--- config.mk ---
export PLATFORM = sky130hd
export DESIGN_NAME = pwm_chan
export DESIGN_NICKNAME = d
export VERILOG_FILES = /design/src/rtl/pwm_chan_pkg.sv /design/src/rtl/pwm_chan_prescale.sv /design/src/rtl/pwm_chan_ctrl.sv /design/src/rtl/pwm_chan_datapath.sv /design/src/rtl/pwm_chan.sv
export SDC_FILE = /design/constraint.sdc
export NUM_CORES = 1
export LEC_CHECK = 0
export CORE_MARGIN = 2
export CORE_UTILIZATION = 48
export CTS_CLUSTER_DIAMETER = 40
export DETAILED_ROUTE_END_ITERATION = 10
export PLACE_DENSITY = 0.69
export SETUP_SLACK_MARGIN = 0.15
export SLEW_MARGIN = 0
export SYNTH_ARGS = -nofsm -noshare
export SYNTH_HDL_FRONTEND = slang
export SYNTH_SLANG_ARGS = --single-unit
--- constraint.sdc ---
create_clock -name clk -period 3.2 [get_ports clk]
set_clock_uncertainty 0.05 [all_clocks]
set_input_delay 0.48 -clock clk [delete_from_list [all_inputs] [get_ports clk]]
set_output_delay 0.48 -clock clk [all_outputs]
set_load 0.02 [all_outputs]
--- src/rtl/pwm_chan_pkg.sv ---
package pwm_chan_pkg;
  localparam int PRES_HI = 3;
  localparam int POL_BIT = 9;
  localparam int TGT_BIT = 10;
  localparam int MODE_W  = TGT_BIT + 1;

  typedef struct packed {
    logic loadCfg;
    logic loadTgt;
    logic prdNow;
    logic dutyNow;
    logic prdShadow;
    logic dutyShadow;
  } chanStrobe_t;
endpackage

--- src/rtl/pwm_chan_prescale.sv ---
module pwm_chan_prescale #(
  parameter int MAX_PRES = 10
) (
  input  logic                 clk,
  input  logic                 rstN,
  input  logic                 run,
  input  logic [pwm_chan_pkg::PRES_HI:0] presSel,
  output logic                 tick
);
  localparam int PC_W = MAX_PRES;

  logic [PC_W-1:0] preCnt;
  logic [pwm_chan_pkg::PRES_HI:0] presEff;
  logic [PC_W-1:0] mask;

  always_comb begin
    presEff = (int'(presSel) > MAX_PRES) ? (pwm_chan_pkg::PRES_HI+1)'(MAX_PRES) : presSel;
    mask    = ~({PC_W{1'b1}} << presEff);
    tick    = run && ((preCnt & mask) == mask);
  end

  always_ff @(posedge clk or negedge rstN) begin
    if (!rstN)     preCnt <= '0;
    else if (run)  preCnt <= preCnt + 1'b1;
    else           preCnt <= '0;
  end
endmodule

--- src/rtl/pwm_chan_ctrl.sv ---
module pwm_chan_ctrl (
  input  logic clk,
  input  logic rstN,
  input  logic chanEn,
  input  logic wrMode,
  input  logic wrPrd,
  input  logic wrDuty,
  input  logic wrPrdUpd,
  input  logic wrDutyUpd,
  input  logic wrSharedUpd,
  input  logic shareTgt,
  output logic running,
  output pwm_chan_pkg::chanStrobe_t strb
);
  always_ff @(posedge clk or negedge rstN) begin
    if (!rstN) running <= 1'b0;
    else       running <= chanEn;
  end

  always_comb begin
    strb.loadCfg    = wrMode & ~running;
    strb.loadTgt    = wrMode;
    strb.prdNow     = wrPrd & ~running;
    strb.dutyNow    = wrDuty & ~running;
    strb.prdShadow  = wrPrdUpd | (wrSharedUpd & shareTgt);
    strb.dutyShadow = wrDutyUpd | (wrSharedUpd & ~shareTgt);
  end
endmodule

--- src/rtl/pwm_chan_datapath.sv ---
module pwm_chan_datapath #(
  parameter int CNT_W = 16
) (
  input  logic             clk,
  input  logic             rstN,
  input  logic             running,
  input  logic             tick,
  input  pwm_chan_pkg::chanStrobe_t strb,
  input  logic [CNT_W-1:0] wrData,
  output logic [pwm_chan_pkg::PRES_HI:0] presSel,
  output logic             shareTgt,
  output logic             pwmOut,
  output logic             periodEnd
);
  import pwm_chan_pkg::*;

  logic [CNT_W-1:0] cnt, prdLive, dutyLive, prdShad, dutyShad;
  logic             prdPend, dutyPend, polReg, tgtReg, wrap, active;
  logic [PRES_HI:0] presReg;

  always_comb begin
    wrap   = tick && (({1'b0, cnt} + (CNT_W+1)'(1)) >= {1'b0, prdLive});
    active = running && (cnt >= dutyLive);
    pwmOut = active ^ polReg;
  end

  assign presSel  = presReg;
  assign shareTgt = tgtReg;

  always_ff @(posedge clk or negedge rstN) begin
    if (!rstN) begin
      presReg <= '0;
      polReg  <= 1'b0;
      tgtReg  <= 1'b0;
    end else begin
      if (strb.loadCfg) begin
        presReg <= wrData[PRES_HI:0];
        polReg  <= wrData[POL_BIT];
      end
      if (strb.loadTgt) tgtReg <= wrData[TGT_BIT];
    end
  end

  always_ff @(posedge clk or negedge rstN) begin
    if (!rstN) begin
      cnt       <= '0;
      periodEnd <= 1'b0;
    end else begin
      periodEnd <= wrap;
      if (!running)  cnt <= '0;
      else if (wrap) cnt <= '0;
      else if (tick) cnt <= cnt + 1'b1;
    end
  end

  always_ff @(posedge clk or negedge rstN) begin
    if (!rstN) begin
      prdLive  <= '0;
      prdShad  <= '0;
      prdPend  <= 1'b0;
      dutyLive <= '0;
      dutyShad <= '0;
      dutyPend <= 1'b0;
    end else begin
      if (strb.prdNow)            prdLive <= wrData;
      else if (wrap && prdPend)   prdLive <= prdShad;
      if (strb.prdShadow) begin
        prdShad <= wrData;
        prdPend <= 1'b1;
      end else if (wrap) begin
        prdPend <= 1'b0;
      end

      if (strb.dutyNow)           dutyLive <= wrData;
      else if (wrap && dutyPend)  dutyLive <= dutyShad;
      if (strb.dutyShadow) begin
        dutyShad <= wrData;
        dutyPend <= 1'b1;
      end else if (wrap) begin
        dutyPend <= 1'b0;
      end
    end
  end
endmodule

--- src/rtl/pwm_chan.sv ---
module pwm_chan #(
  parameter int CNT_W    = 16,
  parameter int MAX_PRES = 10
) (
  input  logic             clk,
  input  logic             rstN,
  input  logic             chanEn,
  input  logic             wrMode,
  input  logic             wrPrd,
  input  logic             wrDuty,
  input  logic             wrPrdUpd,
  input  logic             wrDutyUpd,
  input  logic             wrSharedUpd,
  input  logic [CNT_W-1:0] wrData,
  output logic             pwmOut,
  output logic             running,
  output logic             periodEnd
);
  import pwm_chan_pkg::*;

  chanStrobe_t      strb;
  logic             tick, shareTgt;
  logic [PRES_HI:0] presSel;

  pwm_chan_ctrl u_ctrl (
    .clk(clk), .rstN(rstN), .chanEn(chanEn),
    .wrMode(wrMode), .wrPrd(wrPrd), .wrDuty(wrDuty),
    .wrPrdUpd(wrPrdUpd), .wrDutyUpd(wrDutyUpd), .wrSharedUpd(wrSharedUpd),
    .shareTgt(shareTgt), .running(running), .strb(strb)
  );

  pwm_chan_prescale #(.MAX_PRES(MAX_PRES)) u_pre (
    .clk(clk), .rstN(rstN), .run(running), .presSel(presSel), .tick(tick)
  );

  pwm_chan_datapath #(.CNT_W(CNT_W)) u_dp (
    .clk(clk), .rstN(rstN), .running(running), .tick(tick), .strb(strb),
    .wrData(wrData), .presSel(presSel), .shareTgt(shareTgt),
    .pwmOut(pwmOut), .periodEnd(periodEnd)
  );
endmodule

==> summary.md, run 1 <==
| Metric | Value |
|---|---|
| 1st-iter DRT viols | 233 |
| Deepest level of the CTS H-tree | 3 |
| Initial Utilization | 0.493 |
| Total wire length after detailed routing | 14100 um |
| Post-cts hold buffer count | 0 |
| TritonCTS buffer count | 9 |
| Run status | finished with violations |
| Post-layout minimum cycle time | 3.28 ns |
| Reg clk slew, reported paths | 0.10 ns |
| Endpoint arrival time on the critical path | 3.51 ns |
| Cell area after placement | 0.00600 mm^2 |
| Num rows | 38 |
| Mean cell area of the mapped netlist | 11.1 um^2 |
| Total die area | 0.0120 mm^2 |
| Via count of the first global-routing pass | 4025 |
| Reported max-cap violation count | 0 |
| Crit path max fanout | 4 |
| Startpoint-to-endpoint class of the critical path | flop to flop |
| Sequential cell fraction of total power | 0.517 |
| Clock insertion delay at the later pin of the skew report | 0.38 ns |
| Mapped Area | 0.00535 mm^2 |
| Peak Freq | 0.305 GHz |
| Number of vias per cell after detailed routing | 5.95 |
| Die width | 110 um |
| Fraction of registers with async set/reset | 1.00 |
| Maximum number of pins on one net before global-route repair | 68 |
| Post-Syn Nets | 539 |
| Total congestion overflow | 0 |
| CTS Buffer Depth | 2 |
| I/O pin cnt | 28 |
| VDD IR-drop max | 389 uV |
| Area grow syn2layout | 31.7% |
| Yosys warning count | 0 |
| Leakage power of the design | 3.09 nW |
| CTS sink cnt | 100 |
| Total power density per cell area | 394 mW/mm^2 |
| Share of cells above drive strength 1 | 0.369 |
| Setup slack at placement | -0.177 ns |
| Register bit total from synthesis | 100 |
| Worst slew margin relative to its limit | 0.432 |
| Cell count after synthesis | 480 |
| Slew Viols, Final | 0 |
| Cell variety after synth | 55 |
| Top-count cell post-synth | sky130_fd_sc_hd__dfrtp_1 |
| Path type of the worst min-delay path | input pin to async pin |
| Share of the cycle needed by the critical path after routing | 1.03 |
| Setup-violating endpoint count in the final report | 32 |
| Final Hold Vio Count | 0 |
| Clock Tree Root | sky130_fd_sc_hd__clkbuf_8 |
| Post-synthesis sequential area ratio | 0.468 |
| EDFF count, synth | 0 |
| Top cell type's share of synthesized area | 0.468 |
| Placer Congestion | 0.899 |
| CTS tree | yes |
| Prevailing post-synth register cell | sky130_fd_sc_hd__dfrtp_1 |
| Switching share of power | 0.291 |
| DRC violations left | 0 |
| Iteration count of the initial detailed-routing pass | 5 |
| Commonest cells in the netlist | sky130_fd_sc_hd__dfrtp_1, sky130_fd_sc_hd__mux2_2, sky130_fd_sc_hd__inv_1 |
| Worst path required time | 3.43 ns |
| Post-DP HPWL | 8730 um |
| Pin slew with the least headroom to its limit | 0.852 ns |
| Failing checks | setup timing |
| Final antenna diode count | 0 |
| Mean routed wirelength per cell | 20.0 um |
| Leading post-synthesis cells by cell area | sky130_fd_sc_hd__dfrtp_1, sky130_fd_sc_hd__mux2_2, sky130_fd_sc_hd__ha_1 |
| Post-DRT Antenna Nets | 0 |
| Fin worst setup slack | -0.0806 ns |
| Finished Cell Area | 0.00704 mm^2 |
| Unrepaired setup endpoints after global routing | yes |
| Cell-internal power | 1.97 mW |
| Crit. End Element | flop |
| Post-synth top area cell | sky130_fd_sc_hd__dfrtp_1 |
| Number of antenna violations at the first check in global routing | 0 |
| Global-route usage over all layers | 0.228 |
| Number of buffer cells added on primary ports | 27 |
| Combinational share of power | 0.172 |
| First-pass GRT wire length | 20600 um |
| Area of the core | 0.0108 mm^2 |
| Vias after detailed routing | 4204 |
| Power share of the clock group | 0.311 |
| Height of the die | 110 um |
| Critical Path Source Type | flop |
| Number of nets in the final layout | 621 |
| Net switching component of the power | 0.809 mW |
[layout by cell type, fill, tap and decap left out, drive strengths merged, types with 16 or more instances in the layout]
cell type	count
o31ai	31
nor2	19
inv	41
a21oi	17
clkdlybuf4s50	25
nand2	24
mux2	38
xnor2	16
a22oi	30
dfrtp	100
buf	62
ha	34
[cell type report]
type                       instances  area (um^2)
inverter                          39          146
clock inverter                     7         81.3
timing repair buffer              92          990
multi-input combinational        320         3020
sequential                       100         2500
fill                             804         3800
tap                              140          175
clock buffer                       9          124
[layer usage]
layer  track usage  wire (um)  vias up
met4        0.0570        227        0
met5             0          0        -
met2         0.357       6810      130
met1         0.329       6320     2123
met3        0.0421        755       22
li1              -          -     1929
[state kept, by name, summed over array words and instances, names as in the netlist]
register        flops
u_pre.preCnt       10
u_dp.presSel        4
u_dp.periodEnd      1
u_dp.dutyPend       1
u_dp.prdPend        1
u_dp.polReg         1
u_dp.dutyLive      16
u_dp.prdShad       16
u_ctrl.running      1
u_dp.dutyShad      16
u_dp.cnt           16
u_dp.prdLive       16
u_dp.shareTgt       1
[cell families (layout without fill, tap and decap cells)]
logic type	Yosys count	in the layout	share of synthesized area
buffers and inverters	60	147	0.0515
multiplexers	42	42	0.0875
adder cells (fa/ha/maj)	34	34	0.0795
flip-flops	100	100	0.468
AO/OA/AOI/OAI	123	123	0.180
XOR/XNOR	21	21	0.0344
AND/OR/NAND/NOR	100	100	0.0996
[metrics by stage]
step | instances | setup TNS, ns | power, mW | hold WS [ns] | util
after floorplan | 480 | 0 | 1.69 | 0.134 | -
after global placement | 660 | -0.513 | 1.83 | 0.424 | 0.553
after detailed placement | 660 | -1.21 | 1.85 | 0.436 | 0.553
after CTS | 684 | 0 | 2.71 | 0.174 | 0.586
after global routing | 707 | -8.89 | 2.90 | 0.192 | 0.650
final | 707 | -1.10 | 2.78 | 0.130 | 0.650
[worst max-delay path: stages (launching register included)]
cell and delay (ns):
sky130_fd_sc_hd__dfrtp_1 0.39, sky130_fd_sc_hd__ha_2 0.19, sky130_fd_sc_hd__nand4_1 0.13, sky130_fd_sc_hd__nor2_2 0.15
sky130_fd_sc_hd__nand3_2 0.09, sky130_fd_sc_hd__buf_4 0.16, sky130_fd_sc_hd__xnor2_1 0.18, sky130_fd_sc_hd__ha_1 0.29
sky130_fd_sc_hd__a21oi_2 0.14, sky130_fd_sc_hd__nor2_1 0.06, sky130_fd_sc_hd__o41ai_2 0.29, sky130_fd_sc_hd__and3_4 0.30
sky130_fd_sc_hd__a211oi_4 0.11, sky130_fd_sc_hd__buf_4 0.16, sky130_fd_sc_hd__clkbuf_16 0.15, sky130_fd_sc_hd__a22o_1 0.18
sky130_fd_sc_hd__a21o_1 0.14
[power by group through the flow]
stage                     logic [mW]  registers (mW)  clock network [mW]
after floorplan                0.250            1.44                   0
after global placement         0.384            1.45                   0
after detailed placement       0.398            1.45                   0
after CTS                      0.407            1.43               0.877
after global routing           0.522            1.45               0.929
final                          0.479            1.44               0.862
[path summary, 6_finish.rpt]
check                                                   from                             to  slack, ns  cells past startpoint
min in group clk                u_dp.dutyShad[3]$_DFFE_PN0P_   u_dp.dutyLive[3]$_DFFE_PN0P_       0.46                      2
worst min-delay path                                    rstN      u_pre.preCnt[2]$_DFF_PN0_       0.13                      1
worst min register to register  u_dp.dutyShad[3]$_DFFE_PN0P_   u_dp.dutyLive[3]$_DFFE_PN0P_       0.46                      2
max in group asynchronous                               rstN  u_dp.dutyShad[11]$_DFFE_PN0P_       2.13                      2
worst max-delay path                 u_dp.cnt[0]$_DFFE_PN0P_    u_dp.prdLive[0]$_DFFE_PN0P_      -0.08                     16
worst max register to register       u_dp.cnt[0]$_DFFE_PN0P_    u_dp.prdLive[0]$_DFFE_PN0P_      -0.08                     16
[what timing repair did]
action	4_1_cts	5_1_grt
pin swaps	7	22
setup buffers	7	16
gates resized for setup	25	69
cloned	1	7
setup endpoints to repair	51	51
No activity file was read; power rests on OpenSTA's default activity.
==> run 2, diff against run 1 <==
Settings changed: CORE_MARGIN 2 to 1.
==> run 2 against run 1 <==
Against the previous run:
- the flow still finishes with violations (setup timing)
- first-iteration DRC count fell by 18%
- critical path depth did not move
- power fell by 1.8%
==> summary.md, run 2 (synthesis results as in run 1) <==
| Metric | Value |
|---|---|
| Run status | finished with violations |
| Failing checks | setup timing |
| Initial Utilization | 0.493 (unchanged) |
| Number of vias per cell after detailed routing | 5.87 (-1.3%) |
| DRC violations left | 0 (unchanged) |
| 1st-iter DRT viols | 192 (-18%) |
| Leakage power of the design | 2.91 nW (-6.0%) |
| Fin worst setup slack | -0.0464 ns (+0.0342 ns) |
| Path type of the worst min-delay path | input pin to async pin |
| Area grow syn2layout | 21.1% |
| Total power density per cell area | 421 mW/mm^2 (+6.9%) |
| Crit. End Element | flop |
| Logic depth of the worst register-to-register path | 16 (unchanged) |
| CTS tree | yes |
| Post-layout minimum cycle time | 3.25 ns (-0.0342 ns) |
| Finished Cell Area | 0.00647 mm^2 (-8.1%) |
| Non-filler instance count after layout | 692 (-2.1%) |
| I/O pin cnt | 28 (unchanged) |
| Crit Reg-Reg Endpoint | u_dp.dutyLive[14]$_DFFE_PN0P_ |
| Post-cts hold buffer count | 0 (unchanged) |
| Final antenna diode count | 0 (unchanged) |
| First-pass GRT wire length | 20800 um (+0.90%) |
| Worst path required time | 3.42 ns (about the same) |
| Critical Path End | u_dp.dutyLive[14]$_DFFE_PN0P_ |
| Deepest level of the CTS H-tree | 3 (unchanged) |
| Origin of the worst setup path | u_dp.cnt[0]$_DFFE_PN0P_ |
| Crit Reg-Reg Startpoint | u_dp.cnt[0]$_DFFE_PN0P_ |
| Number of nets in the final layout | 606 (-2.4%) |
| Total Power | 2.73 mW (-1.8%) |
| Most frequent cells in the layout | sky130_fd_sc_hd__dfrtp_1, sky130_fd_sc_hd__buf_4, sky130_fd_sc_hd__mux2_2 |
| Num rows | 38 (unchanged) |
| Reported max-cap violation count | 0 (unchanged) |
| Maximum number of pins on one net before global-route repair | 60 (-12%) |
| Setup-violating endpoint count in the final report | 16 (-50%) |
| Fill cell count | 883 (+9.8%) |
| Reg clk slew, reported paths | 0.10 ns (about the same) |
| Setup slack at placement | -0.130 ns (+0.0475 ns) |
| Total negative setup slack | -0.369 ns (+0.727 ns) |
| Share of the cycle needed by the critical path after routing | 1.01 (-0.0107) |
| Cell area after placement | 0.00606 mm^2 (+1.0%) |
| CTS sink cnt | 100 (unchanged) |
| CTS Buffer Depth | 2 (unchanged) |
| Critical Path Source Type | flop |
| Placer Congestion | 0.890 (-0.96%) |
| Mean routed wirelength per cell | 18.6 um (-6.9%) |
| Clock Tree Root | sky130_fd_sc_hd__clkbuf_8 |
| Commonest non-fill, non-tap cell in the layout | sky130_fd_sc_hd__dfrtp_1 |
| Total die area | 0.0116 mm^2 (-3.6%) |
| Crit path max fanout | 12 (+8) |
| Worst slew margin relative to its limit | 0.479 (+0.0468) |
| Peak Freq | 0.308 GHz (+1.1%) |
| Global-route usage over all layers | 0.240 (+0.0118) |
| Startpoint-to-endpoint class of the critical path | flop to flop |
| Total congestion overflow | 0 (unchanged) |
| TritonCTS buffer count | 9 (unchanged) |
| Total wire length after detailed routing | 12900 um (-8.8%) |
| Slew Viols, Final | 0 (unchanged) |
| R2r setup slk | -0.05 ns (+0.03 ns) |
| Final Hold Vio Count | 0 (unchanged) |
| Pin slew with the least headroom to its limit | 0.782 ns (-0.0702 ns) |
| Via count of the first global-routing pass | 4110 (+2.1%) |
| Cell Count Post-Placement | 668 (+1.2%) |
| VDD IR-drop max | 481 uV (+23%) |
| Unrepaired setup endpoints after global routing | yes |
| Number of buffer cells added on primary ports | 27 (unchanged) |
| Smallest hold slack | 0.0883 ns (-0.0422 ns) |
| Area of the core | 0.0108 mm^2 (unchanged) |
| Endpoint arrival time on the critical path | 3.46 ns (-0.05 ns) |
| Clock insertion delay at the later pin of the skew report | 0.39 ns (about the same) |
| Die width | 108 um (-1.8%) |
| Number of antenna violations at the first check in global routing | 0 (unchanged) |
| Post-DP HPWL | 9010 um (+3.2%) |
| Vias after detailed routing | 4063 (-3.4%) |
| Post-DRT Antenna Nets | 0 (unchanged) |
| Iteration count of the initial detailed-routing pass | 5 (unchanged) |
| Share of cells above drive strength 1 | 0.288 (-0.0806) |
| Height of the die | 108 um (-1.8%) |
| Utilization of the core after routing | 0.597 (-0.0525) |
==> run 2: metal layers <==
layer | vias up | GRT usage | routed length (um)
met2 | 108 | 0.375 | 6050
li1 | 1887 | - | -
met5 | - | 0 | 0
met3 | 24 | 0.0569 | 608
met1 | 2044 | 0.324 | 5920
met4 | 0 | 0.0881 | 282
==> run 2: how the worst min path moves through the flow <==
| stage | start | endpoint | slack [ns] | depth (start not counted) |
|---|---|---|---|---|
| final | rstN | u_dp.prdLive[11]$_DFFE_PN0P_ | 0.09 | 1 |
| after global routing | rstN | u_dp.prdLive[12]$_DFFE_PN0P_ | 0.16 | 1 |
| after CTS | rstN | u_dp.prdLive[11]$_DFFE_PN0P_ | 0.13 | 1 |
| after detailed placement | u_dp.prdShad[15]$_DFFE_PN0P_ | u_dp.prdLive[15]$_DFFE_PN0P_ | 0.44 | 2 |
| after global placement | u_dp.prdShad[14]$_DFFE_PN0P_ | u_dp.prdLive[14]$_DFFE_PN0P_ | 0.43 | 2 |
| after floorplan | rstN | u_ctrl.running$_DFF_PN0_ | 0.13 | 0 |
==> run 2: cell type report <==
class | count | area (um^2) | share of cell area
flip-flops and latches | 100 | 2500 | 0.387
repair buffers | 77 | 707 | 0.109
clock buffers | 11 | 151 | 0.0234
multi-input cells | 320 | 2730 | 0.421
inverters | 39 | 146 | 0.0226
clock inverters | 5 | 63.8 | 0.00986
well taps | 140 | 175 | 0.0271
==> run 2: repair_timing <==
action / in CTS / in global routing
pin swaps: 8 / 7
setup endpoints to repair: 50 / 51
setup buffers: 4 / 4
gates resized for setup: 24 / 16
hold endpoints to repair: 0 / 0
==> run 2: critical path: stages (launching register included) <==
cell	delay [ns]
sky130_fd_sc_hd__dfrtp_1	0.42
sky130_fd_sc_hd__ha_2	0.20
sky130_fd_sc_hd__nand4_1	0.13
sky130_fd_sc_hd__nor2_2	0.14
sky130_fd_sc_hd__nand3_2	0.10
sky130_fd_sc_hd__buf_4	0.18
sky130_fd_sc_hd__xnor2_2	0.13
sky130_fd_sc_hd__ha_1	0.31
sky130_fd_sc_hd__a21oi_2	0.17
sky130_fd_sc_hd__nor2_2	0.05
sky130_fd_sc_hd__o41ai_2	0.28
sky130_fd_sc_hd__and3_4	0.29
sky130_fd_sc_hd__a211oi_4	0.09
sky130_fd_sc_hd__buf_12	0.16
sky130_fd_sc_hd__buf_12	0.14
sky130_fd_sc_hd__a22oi_1	0.15
sky130_fd_sc_hd__o31ai_1	0.11
==> run 2: power breakdown <==
| group | total (mW) | internal (mW) | switching (mW) |
|---|---|---|---|
| sequential | 1.44 | 1.37 | 0.0637 |
| clock | 0.878 | 0.414 | 0.464 |
| combinational | 0.413 | 0.189 | 0.225 |
